==> src/rtl/glyph_pkg.sv <==
// Package: shared constants and the address-decode result type for the
// streaming glyph ROM address generator.
package glyph_pkg;

    localparam int GP_ADDR_W   = 16;
    localparam int GP_DATA_W   = 8;
    localparam int GP_POS_W    = 5;
    localparam int GP_GLYPH_W  = 12;

    localparam logic [GP_ADDR_W-1:0] GP_WIN_BASE  = 16'h5000;
    localparam logic [GP_ADDR_W-1:0] GP_REG_BASE  = 16'h4080;
    localparam int                   GP_REG_SPAN_W = 7;
    localparam logic [GP_ADDR_W-1:0] GP_PAGE_ADDR = 16'h40B0;
    localparam logic [GP_ADDR_W-1:0] GP_STAT_ADDR = 16'h40C0;

    localparam logic [GP_DATA_W-1:0] GP_STAT_INIT = 8'hC0;
    localparam int                   GP_GFX_BIT   = 3;

    // Which region an address falls in
    typedef enum logic [2:0] {
        SEL_NONE,
        SEL_WINDOW,
        SEL_PAGE,
        SEL_STAT,
        SEL_OTHER
    } region_e;

endpackage

==> src/rtl/glyph_decode.sv <==
// Module: glyph_decode
// Purpose: sorts a CPU address into font window, page/rewind register,
// status register, other register-window address, or none.
// Assumes: both windows are aligned to their own size.
module glyph_decode
    import glyph_pkg::*;
#(
    parameter int                   ADDR_W     = GP_ADDR_W,
    parameter int                   WIN_SPAN_W = GP_GLYPH_W,
    parameter int                   REG_SPAN_W = GP_REG_SPAN_W,
    parameter logic [ADDR_W-1:0]    WIN_BASE   = GP_WIN_BASE,
    parameter logic [ADDR_W-1:0]    REG_BASE   = GP_REG_BASE,
    parameter logic [ADDR_W-1:0]    PAGE_ADDR  = GP_PAGE_ADDR,
    parameter logic [ADDR_W-1:0]    STAT_ADDR  = GP_STAT_ADDR
) (
    input  logic [ADDR_W-1:0] addr,
    output region_e           region
);

    localparam int WIN_TAG_W = ADDR_W - WIN_SPAN_W;
    localparam int REG_TAG_W = ADDR_W - REG_SPAN_W;

    localparam logic [WIN_TAG_W-1:0] WIN_TAG = WIN_BASE[ADDR_W-1:WIN_SPAN_W];
    localparam logic [REG_TAG_W-1:0] REG_TAG = REG_BASE[ADDR_W-1:REG_SPAN_W];

    logic in_win;
    logic in_reg;

    // Compare the upper address bits against each window's tag
    always_comb begin
        in_win = (addr[ADDR_W-1:WIN_SPAN_W] == WIN_TAG);
        in_reg = (addr[ADDR_W-1:REG_SPAN_W] == REG_TAG);
    end

    // Pick the region, with the exact register addresses first
    always_comb begin
        if (in_win)                  region = SEL_WINDOW;
        else if (addr == PAGE_ADDR)  region = SEL_PAGE;
        else if (addr == STAT_ADDR)  region = SEL_STAT;
        else if (in_reg)             region = SEL_OTHER;
        else                         region = SEL_NONE;
    end

endmodule

==> src/rtl/glyph_pos_counter.sv <==
// Module: glyph_pos_counter
// Purpose: the byte position within a glyph record. It advances modulo
// 2**POS_W and a rewind takes priority over an advance.
// Assumes: adv and rewind come from mutually exclusive decodes.
module glyph_pos_counter #(
    parameter int POS_W = 5
) (
    input  logic             clk,
    input  logic             rst_n,
    input  logic             adv,
    input  logic             rewind,
    output logic [POS_W-1:0] pos
);

    // Update the position: reset, rewind or natural wrap-around increment
    always_ff @(posedge clk) begin
        if (!rst_n)       pos <= '0;
        else if (rewind)  pos <= '0;
        else if (adv)     pos <= pos + POS_W'(1);
    end

endmodule

==> src/rtl/glyph_regs.sv <==
// Module: glyph_regs
// Purpose: the page bit, the status byte that clears on read, and the
// read-data multiplexer for the register window.
// Assumes: rd and wr are never both high in one cycle.
module glyph_regs
    import glyph_pkg::*;
#(
    parameter int                 DATA_W    = GP_DATA_W,
    parameter logic [DATA_W-1:0]  STAT_INIT = GP_STAT_INIT,
    parameter int                 GFX_BIT   = GP_GFX_BIT
) (
    input  logic              clk,
    input  logic              rst_n,
    input  region_e           region,
    input  logic              rd,
    input  logic              wr,
    input  logic [DATA_W-1:0] wdata,
    output logic              page,
    output logic [DATA_W-1:0] rd_data,
    output logic              gfx_bank
);

    localparam logic [DATA_W-1:0] ALL_ONES = '1;

    logic [DATA_W-1:0] stat_q;

    // Page bit: only data bit 0 of a page-register write is kept
    always_ff @(posedge clk) begin
        if (!rst_n)                          page <= 1'b0;
        else if (wr && region == SEL_PAGE)   page <= wdata[0];
    end

    // Status byte: loaded by a write, cleared by a read
    always_ff @(posedge clk) begin
        if (!rst_n)                          stat_q <= STAT_INIT;
        else if (wr && region == SEL_STAT)   stat_q <= wdata;
        else if (rd && region == SEL_STAT)   stat_q <= '0;
    end

    // Read data for the register window
    always_comb begin
        unique case (region)
            SEL_PAGE:  rd_data = '0;
            SEL_STAT:  rd_data = stat_q;
            SEL_OTHER: rd_data = ALL_ONES;
            default:   rd_data = '0;
        endcase
    end

    // Graphics bank select taken from the status byte
    always_comb gfx_bank = stat_q[GFX_BIT];

endmodule

==> src/rtl/glyph_stream_reader.sv <==
// Module: glyph_stream_reader (top)
// Purpose: forms font ROM addresses from the glyph index in the CPU
// address and a position counter that streams through the record.
// Assumes: one-cycle read/write strobes, never both at once.
module glyph_stream_reader
    import glyph_pkg::*;
#(
    parameter int ADDR_W  = GP_ADDR_W,
    parameter int DATA_W  = GP_DATA_W,
    parameter int POS_W   = GP_POS_W,
    parameter int GLYPH_W = GP_GLYPH_W,
    parameter int ROM_AW  = 1 + GLYPH_W + POS_W
) (
    input  logic              clk,
    input  logic              rst_n,
    input  logic [15:0]       bus_addr,
    input  logic              bus_rd,
    input  logic              bus_wr,
    input  logic [7:0]        bus_wdata,
    output logic [7:0]        rd_data,
    output logic [17:0]       rom_addr,
    output logic              rom_rd,
    output logic              gfx_bank
);

    region_e          region;
    logic [POS_W-1:0] pos;
    logic             page;
    logic             win_rd;
    logic             rewind;

    glyph_decode #(
        .ADDR_W     (ADDR_W),
        .WIN_SPAN_W (GLYPH_W)
    ) u_dec (
        .addr   (bus_addr),
        .region (region)
    );

    // Strobes qualified by region
    always_comb begin
        win_rd = bus_rd && (region == SEL_WINDOW);
        rewind = bus_rd && (region == SEL_PAGE);
    end

    glyph_pos_counter #(
        .POS_W (POS_W)
    ) u_pos (
        .clk    (clk),
        .rst_n  (rst_n),
        .adv    (win_rd),
        .rewind (rewind),
        .pos    (pos)
    );

    glyph_regs #(
        .DATA_W (DATA_W)
    ) u_regs (
        .clk      (clk),
        .rst_n    (rst_n),
        .region   (region),
        .rd       (bus_rd),
        .wr       (bus_wr),
        .wdata    (bus_wdata),
        .page     (page),
        .rd_data  (rd_data),
        .gfx_bank (gfx_bank)
    );

    // ROM address: page bit, glyph index and position; shifting the index by
    // POS_W and adding a position below 2**POS_W is a concatenation
    always_comb begin
        rom_addr = ROM_AW'({page, bus_addr[GLYPH_W-1:0], pos});
        rom_rd   = win_rd;
    end

endmodule

==> config.mk <==
export PLATFORM = sky130hd
export DESIGN_NAME = glyph_stream_reader
export DESIGN_NICKNAME = d
export VERILOG_FILES = /design/src/rtl/glyph_pkg.sv /design/src/rtl/glyph_decode.sv /design/src/rtl/glyph_pos_counter.sv /design/src/rtl/glyph_regs.sv /design/src/rtl/glyph_stream_reader.sv
export SDC_FILE = /design/constraint.sdc
export NUM_CORES = 1
export LEC_CHECK = 0
export ABC_AREA = 1
export BUFFER_PORTS_ARGS = -buffer_cell sky130_fd_sc_hd__buf_2
export CORE_UTILIZATION = 45
export DETAILED_ROUTE_END_ITERATION = 8
export GPL_ROUTABILITY_DRIVEN = 0
export PLACE_DENSITY = 0.86
export SYNTH_ARGS = -nofsm -noshare
export SYNTH_HDL_FRONTEND = slang
export SYNTH_SLANG_ARGS = --single-unit
==> constraint.sdc <==
create_clock -name clk -period 1.9 [get_ports clk]
set_clock_uncertainty 0.05 [all_clocks]
set_input_delay 0 -clock clk [delete_from_list [all_inputs] [get_ports clk]]
set_output_delay 0 -clock clk [all_outputs]
set_load 0.005 [all_outputs]
==> Word-level counts from Yosys, hierarchy flattened <==
Cells that the tools add are included.
{ "word_totals": {"wordCells": 27, "out_inout_bits": 28, "regBits": 14, "inputBits": 28} }
{ "classes": {"muxes": 7, "n_eq_ne": 8, "n_bitwise": 1, "n_reduce_logical": 7, "n_addsub": 1} }
{ "ops": {"columns": ["op", "count"], "rows": [
  ["$eq 16x15->1 const B", 2],
  ["$mux 8", 2],
  ["$pmux 8 s2", 1],
  ["$mux 3", 4],
  ["$eq 9x8->1 const B", 1],
  ["$eq 3x2->1 const B", 2],
  ["$add 5x1->5 const B", 1],
  ["$logic_and 1x1->1", 5],
  ["$eq 4x3->1 const B", 1],
  ["$eq 3x1->1 const B", 1],
  ["$eq 3x3->1 const B", 1],
  ["$reduce_bool 2->1", 1],
  ["$reduce_or 2->1", 1],
  ["$not 1->1", 1]
]} }

==> Depth between registers and ports, before layout <==
{ "logic_depth": {"word_depth": 9, "depth_mapped": 9, "mapped_depth_nobuf": 8} }

==> Hierarchy <==
Synthesis repeated with hierarchy kept, for this count alone.
{ "unflattened": {"hier_cells": 155, "area_unflattened_um2": 973.4} }
{ "by_module_without_submodules": {"columns": ["mod", "instances", "seq_area_each_um2", "area_each_um2", "cells_each"], "rows": [
  ["glyph_regs", 1, 180.2, 475.5, 67],
  ["glyph_pos_counter", 1, 100.1, 214.0, 31],
  ["glyph_decode", 1, 0.0, 156.4, 36],
  ["glyph_stream_reader", 1, 0.0, 127.6, 21]
]} }

==> Least setup slack after synthesis <==
OpenSTA, ideal clock, no wires.
{ "synth_path": {"kind": "reg2reg", "startpoint": "reg u_pos.pos[0]", "endpoint": "reg u_pos.pos[4]", "setup_ns": 0.070, "period_less_slack_ns": 1.073, "stages_incl_launch_ff": 6, "t_arrival_ns": 0.953, "t_required_ns": 1.780, "slack_ns": 0.827, "n_path_buf": 0, "cell_sequence": "dfxtp_1 -> ha_1 -> nand3_1 -> xnor2_1 -> nand2_1 -> a21oi_1"} }
{ "synth_via": {"elab_chain_cells": 1} }
{ "synth_lines": {"columns": ["element", "line_no", "text"], "rows": [
  ["from (decl)", "glyph_pos_counter.sv:12", "output logic [POS_W-1:0] pos"],
  ["from (signal assigned)", "glyph_pos_counter.sv:19", "else if (adv) pos <= pos + POS_W'(1);"],
  ["$add 5x1->5", "glyph_pos_counter.sv:19", null]
]} }
No other way between the ends.
A chain may end at the register's enable or synchronous reset.

==> Final worst setup path <==
{ "layout_path": {"startpoint": "in bus_addr[11]", "endpoint": "reg u_regs.stat_q[7]"} }
{ "layout_via": {"elab_chain_cells": 8, "elab_cells_between_ends": 12, "cone_classes": "eq/ne: 4; mux: 5; reduce/logical: 3"} }
{ "layout_lines": {"columns": ["element", "line_no", "text"], "rows": [
  ["from (decl)", "glyph_stream_reader.sv:16", "input logic [15:0] bus_addr,"],
  ["$eq 9x8->1", "glyph_decode.sv:32", "in_reg = (addr[ADDR_W-1:REG_SPAN_W] == REG_TAG);"],
  ["$mux 3", "glyph_decode.sv:40", "else if (in_reg) region = SEL_OTHER;"],
  ["$mux 3", "glyph_decode.sv:39", "else if (addr == STAT_ADDR) region = SEL_STAT;"],
  ["$mux 3 *", "glyph_decode.sv:38", "else if (addr == PAGE_ADDR) region = SEL_PAGE;"],
  ["$mux 3 *", "glyph_decode.sv:37", "if (in_win) region = SEL_WINDOW;"],
  ["$eq 3x2->1 *", "glyph_regs.sv:36, glyph_regs.sv:37", null],
  ["$logic_and 1x1->1 (on tied branches)", "glyph_regs.sv:36, glyph_regs.sv:37", null],
  ["$mux 8 or $reduce_bool 2->1 (tied branches)", null, null],
  ["to (signal assigned)", "glyph_regs.sv:36", "else if (wr && region == SEL_STAT) stat_q <= wdata;"],
  ["to (decl)", "glyph_regs.sv:25", "logic [DATA_W-1:0] stat_q;"]
]} }
Mark *: on every way between the ends. The rest lies on a longest branch, timed or not.

==> results.yml <==
status:
  status: "complete, no violations"
clocking:
  cts-root-buf: "clkbuf_4"
  cts.sink_count: 14
  cts_resized: 0
  insertion_delay_ns: 0.28
  clock_path_buffers: 2
  cts_tree: "built"
  postCtsSetupBuffers: 0
  cts_buffers: 3
  clkTransAtPathRegs_ns: 0.09
  htree_levels: 1
sta:
  hold_viol: 0
  worstMarginPinSlew_ns: 0.497
  tns_ns: 0
  finalCritPeriodShare: 0.827
  drv_slew: 0
  rsz0062_at_grt: "false"
  timing.final.crit_period_ns: 1.57
  setup_viol: 0
  slew_headroom: 0.668
  fmax_mhz: 637
drt:
  wl_per_cell_um: 10.3
  vias_per_cell: 4.83
  ant_nets: 0
  drc_errors: 0
  wl_met1_um: 881
  wl_met2_um: 1150
  firstDrtPassIters: 4
  drtIter0Drc: 33
  vias: 1028
  wl_um: 2200
  wl_met3_um: 119
  dr.max_layer_used: "met4"
final_layout:
  drive_gt1_frac: 0.351
  final_nets: 218
  fillers: 137
  areaGrowthSynthToFinish_pct: 38.4
  regArea_um2: 280
  layout_commonest_cell: "buf_2"
  diodes: 0
  multiInputGateArea_um2: 443
  final_cell_mix: "buf_2 (55), nand2_1 (42), dfxtp_1 (14)"
place:
  port_buffers: 55
  hpwlAfterDp_um: 1610
die:
  rows: 15
  start_util: 0.495
  dieArea_um2: 2140
  die_w_um: 46.3
  pin_count: 56
  core_um2: 1780
  die_h_um: 46.3
setup_path:
  worstSetupPathType: "in -> reg"
  end_kind: "flip-flop"
  crit_path_max_fanout: 12
  cp.required_ns: 2.02
  startpoint_type: "input port"
  cp.arrival_ns: 1.69
power_and_ir_drop:
  peakVddDrop_mv: 0.274
  power_density_nw_per_um2: 489
  leakage_nw: 0.650
  power_uw: 597
global_route:
  overflow: 0
  grt_usage: 0.213
  grt_pass1_vias: 826
  grt_max_degree: 13
  antenna_found_initial: 0
  grt_pass1_wl_um: 3250
synthesis:
  syn_nets: 162
  syn_inst: 133
  synth_area_per_cell_um2: 6.63
  seq_area_frac_synth: 0.318
  synth-seq-cells: 14
  synth_top_area_cell: "dfxtp_1"
  synthDistinctLibCells: 22
  synth_area_um2: 882
  synth_top_cell_area_share: 0.318
  ys_warn_count: 0
  synthTopCellsByArea: "dfxtp_1 (32%), nand2_1 (18%), buf_4 (11%), a21oi_1 (6.8%), nand4_1 (5.7%)"
hold_path:
  min_path_type: "in -> reg"
run:
  drv_cap: 0
## synth_stat cells
master and count:
xnor2_1 1, inv_1 11, nand3_1 7, buf_6 1, nor2_4 1, nand4_1 8, or2_1 1, buf_4 13
ha_1 1, nor2_2 2, dfxtp_1 14, buf_2 1, nand3b_2 1, or2_0 1, xor2_1 1, a21oi_1 12
inv_2 1, nand2_1 42, nand2_2 1, nor2_1 11, o21ai_0 1, nand3_2 1
## sequential cells by signal (all words and copies together), names as in the netlist
signal and count:
u_regs.stat_q 8, u_pos.pos 5, u_regs.page 1
## critical path: stages
cell and delay [ns]:
buf_2 0.10, nor2_1 0.10, nand2_1 0.07, nor2_2 0.41, nand3_2 0.26, nand2_1 0.12
nand3_1 0.07, dlygate4sd3_1 0.56
## per-stage QoR
stage                     worst slack, ns  hold slack, ns  utilization  std cells  area, µm²
after floorplan                     0.827          0.0308            -        133        882
after global placement              0.660           0.131        0.603        198       1070
after detailed placement            0.587           0.132        0.603        198       1070
after CTS                           0.346          0.0353        0.685        213       1220
after global routing                0.144          0.0525        0.685        213       1220
final                               0.329          0.0391        0.685        213       1220
## repair_timing
item	4_1_cts	5_1_grt
hold buffers	11	0
endpoints found under the hold margin	9	0
setup endpoints to repair	0	0
## worst paths after layout
path	endpoint	slack, ns	from	cells after the start
setup / recovery	u_regs.stat_q[7]$_SDFFE_PN1P_	0.33	bus_addr[11]	8
hold reg to reg	u_regs.stat_q[4]$_SDFFE_PN0P_	0.42	u_regs.stat_q[4]$_SDFFE_PN0P_	2
setup reg to reg	u_pos.pos[4]$_SDFFE_PP0P_	0.72	u_pos.pos[0]$_SDFFE_PP0P_	5
hold / removal	u_regs.stat_q[4]$_SDFFE_PN0P_	0.04	bus_wr	3
## area by class of cell
| type | count | share of cell area |
|---|---|---|
| multi-input cells | 92 | 0.363 |
| repair buffers | 66 | 0.316 |
| flip-flops and latches | 14 | 0.230 |
| inverters | 12 | 0.0369 |
| clock buffers | 4 | 0.0297 |
| well taps | 25 | 0.0256 |
## layer usage
metal / up-vias / global-route usage
li1: 528 / -
met1: 452 / 0.233
met2: 44 / 0.397
met3: 4 / 0.0235
met4: 0 / 0.106
met5: - / 0
## cell families after synthesis
family / synth area share
AND/OR/NAND/NOR: 0.394
AO/OA/AOI/OAI: 0.0738
XOR/XNOR: 0.0199
adder cells (fa/ha/maj): 0.0142
flip-flops: 0.318
buffers and inverters: 0.180
## power by group
group | internal, mW | total (mW) | switching (mW) | leakage [nW]
combinational | 0.0473 | 0.0874 | 0.0401 | 0.516
clock | 0.117 | 0.215 | 0.0986 | 0.0210
sequential | 0.294 | 0.294 | 0.000621 | 0.113
Note: power is estimated with default switching activity, not from simulation.
